**config.mk**
```make
export PLATFORM = sky130hd
export DESIGN_NAME = tick_down_timer
export DESIGN_NICKNAME = d
export VERILOG_FILES = /design/src/rtl/tdt_pkg.sv /design/src/rtl/tdt_prescaler.sv /design/src/rtl/tdt_counter.sv /design/src/rtl/tick_down_timer.sv
export SDC_FILE = /design/constraint.sdc
export NUM_CORES = 1
export LEC_CHECK = 0
export BUFFER_PORTS_ARGS = -buffer_cell sky130_fd_sc_hd__buf_2
export CAP_MARGIN = 25
export CELL_PAD_IN_SITES_DETAIL_PLACEMENT = 1
export CELL_PAD_IN_SITES_GLOBAL_PLACEMENT = 1
export CORE_MARGIN = 8
export CORE_UTILIZATION = 48
export DETAILED_ROUTE_END_ITERATION = 8
export HOLD_SLACK_MARGIN = 0.12
export PLACE_DENSITY = 0.82
export SYNTH_ARGS = -nofsm -noshare
export SYNTH_HDL_FRONTEND = slang
export SYNTH_SLANG_ARGS = --single-unit
```
**constraint.sdc**
```tcl
create_clock -name clk -period 7.12 [get_ports clk]
set_clock_uncertainty 0.15 [all_clocks]
set_input_delay 2.136 -clock clk [delete_from_list [all_inputs] [get_ports clk]]
set_output_delay 2.136 -clock clk [all_outputs]
set_load 0.01 [all_outputs]
```
**src/rtl/tdt_pkg.sv**
```systemverilog
package tdt_pkg;
  localparam int CR_W     = 26;
  localparam int B_RUN    = 0;
  localparam int B_START  = 1;
  localparam int B_CMPEN  = 2;
  localparam int B_RELOAD = 3;
  localparam int B_SRST   = 4;
  localparam int B_OVWR   = 5;
  localparam int B_LP_LO  = 6;
  localparam int B_LP_HI  = 9;
  localparam int B_SRC_LO = 10;
  localparam int SRC_W    = 2;
  localparam int B_PS_LO  = 12;
  localparam int PS_W     = 12;

  localparam logic [CR_W-1:0] KEEP_ON_SRST =
      CR_W'((1 << B_RUN) | (1 << B_START) | (((1 << (B_LP_HI - B_LP_LO + 1)) - 1) << B_LP_LO));

  typedef enum logic [2:0] {
    IDX_CTRL = 3'd0,
    IDX_STAT = 3'd1,
    IDX_LOAD = 3'd2,
    IDX_CMP  = 3'd3,
    IDX_CNT  = 3'd4
  } reg_idx_e;
endpackage

```
**src/rtl/tdt_prescaler.sv**
```systemverilog
module tdt_prescaler #(
  parameter int PW = 12,
  parameter int SW = 2
) (
  input  logic            clk,
  input  logic            rst,
  input  logic            run,
  input  logic            restart,
  input  logic [SW-1:0]   src_sel,
  input  logic [(1<<SW)-1:0] src_en,
  input  logic [PW-1:0]   divisor,
  output logic            tick
);
  logic [PW-1:0] phase_q;
  logic          sel_en;
  logic          wrap;

  assign sel_en = src_en[src_sel];
  assign wrap   = (phase_q == divisor);
  assign tick   = run && sel_en && wrap;

  always_ff @(posedge clk) begin
    if (rst || restart || !run) begin
      phase_q <= '0;
    end else if (sel_en) begin
      phase_q <= wrap ? '0 : phase_q + 1'b1;
    end
  end
endmodule

```
**src/rtl/tdt_counter.sv**
```systemverilog
module tdt_counter #(
  parameter int W = 32
) (
  input  logic         clk,
  input  logic         rst,
  input  logic         load_en,
  input  logic [W-1:0] load_val,
  input  logic         tick,
  input  logic         reload_mode,
  input  logic [W-1:0] reload_val,
  input  logic [W-1:0] cmp_val,
  output logic [W-1:0] count,
  output logic         hit
);
  localparam logic [W-1:0] ALL_ONES = '1;

  assign hit = tick && !load_en && (count == cmp_val);

  always_ff @(posedge clk) begin
    if (rst) begin
      count <= ALL_ONES;
    end else if (load_en) begin
      count <= load_val;
    end else if (tick) begin
      if (count == '0) count <= reload_mode ? reload_val : ALL_ONES;
      else             count <= count - 1'b1;
    end
  end
endmodule

```
**src/rtl/tick_down_timer.sv**
```systemverilog
module tick_down_timer
  import tdt_pkg::*;
#(
  parameter int DATA_W = 32,
  parameter int ADDR_W = 5
) (
  input  logic              clk,
  input  logic              rst,
  input  logic              tick_fast,
  input  logic              tick_hf,
  input  logic              tick_slow,
  input  logic              reg_wr,
  input  logic [ADDR_W-1:0] reg_addr,
  input  logic [DATA_W-1:0] reg_wdata,
  output logic [DATA_W-1:0] reg_rdata,
  output logic              irq_o
);
  localparam int IDX_W = ADDR_W - 2;
  localparam logic [DATA_W-1:0] ALL_ONES = '1;

  logic [CR_W-1:0]   cr_q;
  logic [DATA_W-1:0] load_q;
  logic [DATA_W-1:0] cmp_q;
  logic              flag_q;
  logic [DATA_W-1:0] count;
  logic              hit;
  logic              tick;

  logic [IDX_W-1:0]  idx;
  logic              wr_ctrl, wr_stat, wr_load, wr_cmp;
  logic [CR_W-1:0]   cr_wval, cr_new;
  logic              srst, en_rise, restart;
  logic              cnt_load;
  logic [DATA_W-1:0] cnt_val;

  assign idx     = reg_addr[ADDR_W-1:2];
  assign wr_ctrl = reg_wr && (idx == IDX_W'(IDX_CTRL));
  assign wr_stat = reg_wr && (idx == IDX_W'(IDX_STAT));
  assign wr_load = reg_wr && (idx == IDX_W'(IDX_LOAD));
  assign wr_cmp  = reg_wr && (idx == IDX_W'(IDX_CMP));

  assign cr_wval = reg_wdata[CR_W-1:0];
  assign srst    = wr_ctrl && cr_wval[B_SRST];
  assign cr_new  = cr_wval[B_SRST] ? (cr_wval & KEEP_ON_SRST) : cr_wval;
  assign en_rise = wr_ctrl && cr_new[B_RUN] && !cr_q[B_RUN] && cr_new[B_START];
  assign restart = wr_ctrl &&
                   (cr_new[B_PS_LO+:PS_W+SRC_W] != cr_q[B_PS_LO+:PS_W+SRC_W] ||
                    cr_new[B_SRC_LO+:SRC_W]     != cr_q[B_SRC_LO+:SRC_W]);

  always_comb begin
    cnt_load = 1'b0;
    cnt_val  = ALL_ONES;
    if (srst) begin
      cnt_load = 1'b1;
    end else if (en_rise) begin
      cnt_load = 1'b1;
      cnt_val  = cr_new[B_RELOAD] ? load_q : ALL_ONES;
    end else if (wr_load && cr_q[B_OVWR]) begin
      cnt_load = 1'b1;
      cnt_val  = reg_wdata;
    end
  end

  tdt_prescaler #(.PW(PS_W), .SW(SRC_W)) u_psc (
    .clk     (clk),
    .rst     (rst),
    .run     (cr_q[B_RUN]),
    .restart (restart),
    .src_sel (cr_q[B_SRC_LO+:SRC_W]),
    .src_en  ({tick_slow, tick_hf, tick_fast, 1'b0}),
    .divisor (cr_q[B_PS_LO+:PS_W]),
    .tick    (tick)
  );

  tdt_counter #(.W(DATA_W)) u_cnt (
    .clk         (clk),
    .rst         (rst),
    .load_en     (cnt_load),
    .load_val    (cnt_val),
    .tick        (tick),
    .reload_mode (cr_q[B_RELOAD]),
    .reload_val  (load_q),
    .cmp_val     (cmp_q),
    .count       (count),
    .hit         (hit)
  );

  always_ff @(posedge clk) begin
    if (rst) begin
      cr_q   <= '0;
      load_q <= ALL_ONES;
      cmp_q  <= '0;
      flag_q <= 1'b0;
    end else begin
      if (wr_ctrl) cr_q <= cr_new;
      if (srst)         load_q <= ALL_ONES;
      else if (wr_load) load_q <= reg_wdata;
      if (wr_cmp) cmp_q <= reg_wdata;
      if (srst)                         flag_q <= 1'b0;
      else if (hit && cr_q[B_CMPEN])    flag_q <= 1'b1;
      else if (wr_stat && reg_wdata[0]) flag_q <= 1'b0;
    end
  end

  always_ff @(posedge clk) begin
    if (rst) begin
      reg_rdata <= '0;
    end else begin
      case (idx)
        IDX_W'(IDX_CTRL): reg_rdata <= DATA_W'(cr_q);
        IDX_W'(IDX_STAT): reg_rdata <= DATA_W'(flag_q);
        IDX_W'(IDX_LOAD): reg_rdata <= load_q;
        IDX_W'(IDX_CMP):  reg_rdata <= cmp_q;
        IDX_W'(IDX_CNT):  reg_rdata <= count;
        default:          reg_rdata <= '0;
      endcase
    end
  end

  assign irq_o = flag_q && cr_q[B_CMPEN] && cr_q[B_RUN];
endmodule

```
==> metrics, run 1 <==
status=complete, no violations; area leader, netlist=dfxtp_1; Area growth syn-to-layout=10.8%; final setup margin=2.27 ns; initial DRC count=801; VDD IR-drop max=0.156 mV; Setup Crit Path Kind=primary input to register; internal reg-to-reg setup slack=3.79 ns; Mapped Nets=1,176; fmax=just over 200 MHz; fin nets=1,176; cts repair resizes=0; Worst path slowest cell=o21ba_2; Core ar.=18,000 sq um; Placed Area=9240 sq um; Clock Path Buffers=2; Slew headroom=35.2%; overall routing resource usage=27.2%; Pwr per Cell Area=roughly 220 nW/um^2; Inserted Diodes=0; initial antenna violation count=0; first-pass GRT wire length=50.6 mm; vias in the first global route=8,980; Slew @ Worst Pin=slightly below 1 ns; Synth cell types=63; top-area cell type share of the netlist area=37.5%; port buffer count=73; Synth Flop Type=dfxtp_1; RD Place Congestion=0.860; final slew viol count=0; Mean Syn Cell Area=7.85 sq um; largest net degree at the start of global routing=45; Overflow after GRT=0; layout cells sized above 1=approximately an eighth; total power=2.12 mW; worst-skew pair later-pin latency=roughly 0.43 ns; post-route cell area=just under 10,000 sq um; cell mode on critical path=buf_4; Setup Buffers After CTS=0; leading post-synthesis cells by cell area=dfxtp_1 37%, nand2_1 8.4%, a21oi_1 6.7%; Critical Path End=u_cnt.count[27]; start point of the critical path=reg_addr[2]; Worst Hold Class=register to register; WP data arrival=between 5 and 6 ns; sequential share of the synthesized area=37.5%; Avg WL per Cell=23.6 um; Antenna Nets Post-Route=0; Hold Violations, Final=0; DP Worst Slack=about 2 ns; RSZ-0062 raised after global routing=no; Setup-failing EPs final=0; critical path required time=7.28 ns; final WL=32.4 mm; via count=8,853; row cnt=49; CTS Buf Count=17; Layout Utilization=a little over half; worst stage delay on the critical path=0.89 ns; cts hold-fix bufs=0; Die Wd=152 um; H-tree Lvls=4; Async S/R FF share, synth=0%; HPWL after DPL=20.5 mm; Syn Inst Count=1,130; # DRC=0; CP Capture Type=register; # Max-Cap Violations=0; DR vias/cell=6.45; Cell Area, Synth=8870 sq um; router iterations before antenna repair=5; r2r worst-path depth=6; TritonCTS clock tree=built; Starting Density=49.2%; Post-synth EDFFs=0; type of origin of the critical path=primary input; die area=between 20,000 and 25,000 sq um; Tmin final=4.85 ns; Die Y=152 um; final worst path period share=68.2%; Post-Route Setup TNS=0 ns; clk sink count=166; crit-path cells=buf_2 -> nor3b_4 -> buf_4 -> nand3_1 -> buf_4 -> nand2_1 -> o21ba_2 -> a22oi_1 -> o31ai_1; clk slew on worst S/H paths=about 0.07 ns; Static Leak=3.49 nW; FF+latch count, synth=roughly 170; maximum fanout along the worst path=34; I/O pin count=76; Ys Warns=0; r2r startpoint=cr_q[15]; clk root buf=clkbuf_16; reg2reg end=u_cnt.count[27]
==> area by class of cell <==
type / count / area (sq um)
clock buffer: 21 / 470
clock inverter: 11 / 124
fill: 2256 / 8200
inverter: 9 / 33.8
multi-input combinational: 843 / 5070
sequential: 166 / 3320
tap: 229 / 287
timing repair buffer: 93 / 519
==> cell usage after synthesis (4+ instances only) <==
master    instances
and3_1            6
nor4_1           13
nand4_1          17
o21ai_1           5
nor3_1           24
nand2_1         198
nand2b_1          4
a21oi_1         119
nor3b_1           4
nand3b_1         33
nor3b_2           9
a211oi_1          4
buf_1             7
nor2b_1           6
clkbuf_1         84
a22oi_1          67
nand3_1          49
a221o_1          12
o22ai_1          33
a31oi_1           9
xnor2_1          51
buf_2            16
nand4b_1          4
o32ai_1           7
nor2_1           48
inv_1             9
nor4bb_1          6
mux2i_1           9
o21ai_0          29
dfxtp_1         166
xor2_1           29
==> cell usage in the layout (no fill, tap or decap), drive strengths merged, types with 10 or more instances in the layout <==
cell and n:
nand2 198, dfxtp 166, a21oi 119, buf 93
a22oi 67, xnor2 51, nand3 50, nor2 48
o21ai 34, nand3b 33, o22ai 33, xor2 29
nor3 27, clkbuf 21, nand4 17, nor4 15
nor3b 13, a221o 12, inv 10
==> critical path, delay by kind of cell <==
| kind | cells | cell delay, ns |
|---|---|---|
| simple gates | 3 | 0.47 |
| buf+inv | 3 | 1.06 |
| compound gates | 3 | 1.30 |
==> state kept, by name, summed over array words and instances (netlist names) <==
name           cells
flag_q             1
load_q            32
reg_rdata         32
u_psc.phase_q     12
cr_q              25
cmp_q             32
u_cnt.count       32
==> logic make-up after synthesis <==
kind of cell / Yosys count / share of synthesized area, %
adder cells (fa/ha/maj): 3 / 0.423
buffers and inverters: 121 / 5.66
XOR/XNOR: 80 / 7.90
AO/OA/AOI/OAI: 304 / 21.4
AND/OR/NAND/NOR: 446 / 26.0
multiplexers: 10 / 1.14
flip-flops: 166 / 37.5
==> metal layers <==
metal	vias to the layer above	track usage [%]	part of all wire, %
met3	83	5.87	7.6
li1	4034	-	-
met2	371	43.7	46
met4	0	13.7	3.7
met5	-	0	0
met1	4365	33.7	42
==> worst min path at each step <==
stage | to | start | cells after the start | slack (ns)
6_report | cr_q[9] | cr_q[9] | 2 | 0.30
2_1_floorplan | cr_q[1] | cr_q[1] | 2 | 0.29
4_1_cts | cr_q[9] | cr_q[9] | 2 | 0.31
3_3_place_gp | cr_q[7] | cr_q[7] | 2 | 0.29
3_5_place_dp | cr_q[9] | cr_q[9] | 2 | 0.30
5_1_grt | cr_q[7] | cr_q[7] | 2 | 0.34
==> through the flow <==
| stage | cells | hold WS [ns] |
|---|---|---|
| after floorplan | 1130 | 0.286 |
| after global placement | 1339 | 0.293 |
| after detailed placement | 1340 | 0.300 |
| after CTS | 1372 | 0.309 |
| after global routing | 1372 | 0.336 |
| final | 1372 | 0.304 |
==> report_power, final <==
| part | switching (mW) | leakage (nW) | internal [mW] |
|---|---|---|---|
| Clock | 0.401 | 0.285 | 0.545 |
| Sequential | 0.0292 | 1.35 | 0.953 |
| Combinational | 0.123 | 1.86 | 0.0663 |
Power figures use the tool's default switching activity.
==> inputs of run 2 (changes only) <==
- CORE_UTILIZATION: 48 -> 45
- PLACE_DENSITY: 0.82 -> 0.77
- clock period: 7.12 -> 5 ns (I/O delays scaled with it)
==> run 2 against run 1 <==
Critical path type unchanged; largest cell class unchanged; critical endpoint is now cmp_q[22]; highest routed layer unchanged; combinational power is 47% higher; flip-flop and latch count stayed put; sequential share of layout area is 0.60 points lower; die area is 6.0% higher; first-iteration DRC count is 5.5% lower.
==> metrics, run 2 (synthesized netlist as in run 1, its figures left out) <==
cts hold-fix bufs=0; first-pass GRT wire length=51.9 mm; Top Usage Layer GRT=met2; final slew viol count=0; Slew @ Worst Pin=0.907 ns; Static Leak=3.57 nW; post-route cell area=10,000 sq um; RD Place Congestion=0.873; via count=~9,000; type of origin of the critical path=primary input; VDD IR-drop max=0.242 mV; Setup Crit Path Kind=primary input to register; Die Wd=156 um; WP data arrival=3.60 ns; Die Y=about 160 um; Core ar.=~19,000 sq um; H-tree Lvls=4; Layout Utilization=between 50 and 60%; Post-Route Setup TNS=0 ns; hold_sp=cr_q[8]; DR vias/cell=6.27; Tmin final=roughly 3.4 ns; port buffer count=73; router iterations before antenna repair=5; RSZ-0062 raised after global routing=no; grt met3 use=4.08%; HPWL after DPL=approximately 22 mm; cts repair resizes=0; worst-skew pair later-pin latency=0.44 ns; clk slew on worst S/H paths=0.07 ns; r2r startpoint=cr_q[21]; fmax=290 MHz; fin nets=around 1,200; # Max-Cap Violations=0; clk root buf=clkbuf_16; DP Worst Slack=between 1 and 1.5 ns; CTS Buf Count=17; dpl cells=1,389; Avg WL per Cell=23.2 um; largest net degree at the start of global routing=37; critical path required time=5.15 ns; start point of the critical path=reg_addr[4]; Antenna Nets Post-Route=0; # DRC=0; die area=24,500 sq um; final setup margin=1.55 ns; Slew headroom=between 30% and 40%; Area growth syn-to-layout=12.8%; Worst Hold Slack=~0.3 ns; Overflow after GRT=0; final worst path period share=a little under 70%; overall routing resource usage=27.2%; final WL=roughly 33 mm; commonest non-fill, non-tap cells in the layout=198 x nand2_1, 166 x dfxtp_1, 118 x a21oi_1, 73 x buf_2, 67 x a22oi_1; CP Capture Type=register; Worst Hold Class=register to register; fin cells=about 1,400; Placed Area=9390 sq um; fillers=approximately 2,400; initial antenna violation count=0; I/O pin count=76; Pwr per Cell Area=a little over 300 nW/um^2; status=complete, no violations; Setup-failing EPs final=0; vias in the first global route=9,131; met2 Use GR=between 40 and 50%; clk sink count=166; maximum fanout along the worst path=25; initial DRC count=757; Hold Violations, Final=0; total power=between 3 and 4 mW; Clock Path Buffers=2; Inserted Diodes=0; row cnt=51; Setup Buffers After CTS=0; TritonCTS clock tree=built; grt met1 use=35.5%; Starting Density=between 40% and 50%; most common cell after layout, fill and taps aside=nand2_1; layout cells sized above 1=~14%
## run 2: worst max-delay path, cell delays in order
cell and delay [ns]:
buf_2 0.18, nand2b_1 0.36, nor2_2 0.18, buf_4 0.36
nand2_1 0.43, buf_4 0.39, nand2_1 0.11, a21oi_1 0.07
## run 2: area by class of cell
cell class	instances	area (sq um)	share of cell area (%)
multi-input cells	843	5070	50.7
flip-flops and latches	166	3320	33.2
repair buffers	106	626	6.25
clock buffers	20	447	4.46
well taps	265	332	3.31
clock inverters	12	176	1.76
inverters	9	33.8	0.338
## run 2: layer usage
metal	up-vias	wire length, um	part of all wire [%]
met5	-	0	0
met1	4437	14400	44
met2	321	15200	46
met3	97	2010	6.1
met4	0	1280	3.9
li1	4059	-	-
## run 2: final timing paths
kind | depth (start not counted) | slack, ns | end
hold / removal | 2 | 0.31 | cr_q[8]
hold reg to reg | 2 | 0.31 | cr_q[8]
setup / recovery | 8 | 1.55 | cmp_q[22]
setup reg to reg | 6 | 1.70 | u_cnt.count[22]
## run 2: where the power goes
| part | switching (mW) | internal, mW |
|---|---|---|
| Clock | 0.581 | 0.851 |
| Combinational | 0.179 | 0.0974 |
| Sequential | 0.0411 | 1.36 |
| Total | 0.802 | 2.31 |
==> inputs of run 3 (changes only) <==
- clock period: 5 -> 3.36 ns (I/O delays scaled with it)
==> run 3 against run 2 <==
Core utilization is 0.50 points higher; combinational power up 51%; die area is the same; clock power increased by 36%.
==> metrics, run 3 (synthesized netlist as in run 1, its figures left out) <==
status=complete, no violations; fin nets=1,203; Core ar.=19,400 sq um; start point of the critical path=u_cnt.count[16]; cts hold-fix bufs=0; router iterations before antenna repair=5; via count=between 8,000 and 9,000; Setup Buffers After CTS=0; row cnt=51; Pwr per Cell Area=440 nW/um^2; HPWL after DPL=21.9 mm; TritonCTS clock tree=built; first-pass GRT wire length=50.8 mm; most common cell after layout, fill and taps aside=nand2_1; WP data arrival=3.10 ns; Avg WL per Cell=between 20 and 25 um; die area=24,500 sq um; worst-skew pair later-pin latency=0.43 ns; Starting Density=45.7%; RD Place Congestion=0.866; initial antenna violation count=0; Setup-failing EPs final=0; clk slew on worst S/H paths=around 0.070 ns; final worst path period share=86.4%; cts repair resizes=0; Critical Path End=u_cnt.count[27]; r2r startpoint=u_cnt.count[16]; r2r worst-path depth=6; Die Wd=156 um; layout cells sized above 1=15.0%; VDD IR-drop max=0.328 mV; worst stage delay on the critical path=0.68 ns; Inserted Diodes=0; Worst path slowest cell=and3_1; final WL=around 32 mm; CTS Buf Count=17; I/O pin count=76; Worst Hold Slack=around 0.31 ns; Die Y=156 um; Clock Path Buffers=2; Static Leak=3.64 nW; Slew @ Worst Pin=about 0.87 ns; crit-path cells=nor4_1 -> and4_1 -> and3_1 -> a211oi_1 -> a31o_1 -> o31ai_1; Layout Utilization=52.1%; Post-Route Setup TNS=0 ns; vias in the first global route=9,022; initial DRC count=between 600 and 700; # DRC=0; Hold Violations, Final=0; RSZ-0062 raised after global routing=no; Area growth syn-to-layout=13.9%; fmax=344 MHz; clk root buf=clkbuf_16; Overflow after GRT=0; overall routing resource usage=between 20% and 30%; Antenna Nets Post-Route=0; type of origin of the critical path=register; clk sink count=166; commonest non-fill, non-tap cells in the layout=198 x nand2_1, 166 x dfxtp_1, 118 x a21oi_1, 73 x buf_2, 67 x a22oi_1; largest net degree at the start of global routing=slightly above 60; critical path required time=3.56 ns; H-tree Lvls=4; Worst Hold Class=register to register; CP Capture Type=register; reg2reg end=u_cnt.count[27]; maximum fanout along the worst path=12; DR vias/cell=6.26; Slew headroom=42.2%; # Max-Cap Violations=0; final slew viol count=0; Setup Crit Path Kind=register to register; internal reg-to-reg setup slack=between 0.4 and 0.5 ns; port buffer count=73; Tmin final=2.90 ns
==> run 3: changes by cell type in the layout (fill, tap and decap cells not counted) <==
| cell | previous run | this run |
|---|---|---|
| buf_4 | 32 | 43 |
| buf_12 | 1 | 4 |
| bufinv_16 | 4 | 1 |
| clkbuf_8 | 1 | 4 |
| clkinv_2 | 3 | 0 |
| clkinv_4 | 2 | 4 |
| clkinvlp_4 | 2 | 1 |
| inv_6 | 1 | 2 |
==> run 3: worst max-delay path, delay by kind of cell (launching register included) <==
kind / cells / cell delay, ns
AND/OR/NAND/NOR: 3 / 1.68
flip-flops: 1 / 0.40
AO/OA/AOI/OAI: 3 / 0.58
==> run 3: how the worst min path moves through the flow <==
stage             from  endpoint  slack, ns  cells after the start
6_report       cr_q[1]   cr_q[1]       0.31                      2
5_1_grt        cr_q[6]   cr_q[6]       0.34                      2
4_1_cts        cr_q[1]   cr_q[1]       0.31                      2
3_5_place_dp   cr_q[1]   cr_q[1]       0.30                      2
3_3_place_gp   cr_q[7]   cr_q[7]       0.29                      2
2_1_floorplan  cr_q[1]   cr_q[1]       0.29                      2
==> run 3: through the flow <==
stage          power [mW]  worst slack [ns]  instance area (sq um)  cells
2_1_floorplan        2.35             0.418                   8870   1130
3_3_place_gp         2.52             0.236                   9530   1403
3_5_place_dp         2.53             0.191                   9530   1403
4_1_cts              4.46             0.524                  10100   1434
5_1_grt              4.59             0.410                  10100   1434
6_report             4.45             0.457                  10100   1434
==> run 3: layer usage <==
metal  vias up  track usage [%]  part of all wire [%]
li1       4097                -                     -
met1      4483             34.5                    44
met2       325             43.4                    47
met3        71             4.03                   6.1
met4         0             10.5                   2.7
met5         -                0                     0
==> run 3: layout make-up <==
type | instances | area [sq um]
Clock buffer | 23 | 488
Clock inverter | 8 | 90.1
Fill cell | 2405 | 9290
Inverter | 9 | 33.8
Multi-Input combinational cell | 843 | 5070
Sequential cell | 166 | 3320
Tap cell | 265 | 332
Timing Repair Buffer | 120 | 768
==> run 3: power breakdown <==
group	leakage (nW)	internal (mW)	switching, mW
clock network	0.280	1.11	0.843
logic	2.01	0.154	0.265
registers	1.35	2.02	0.0611
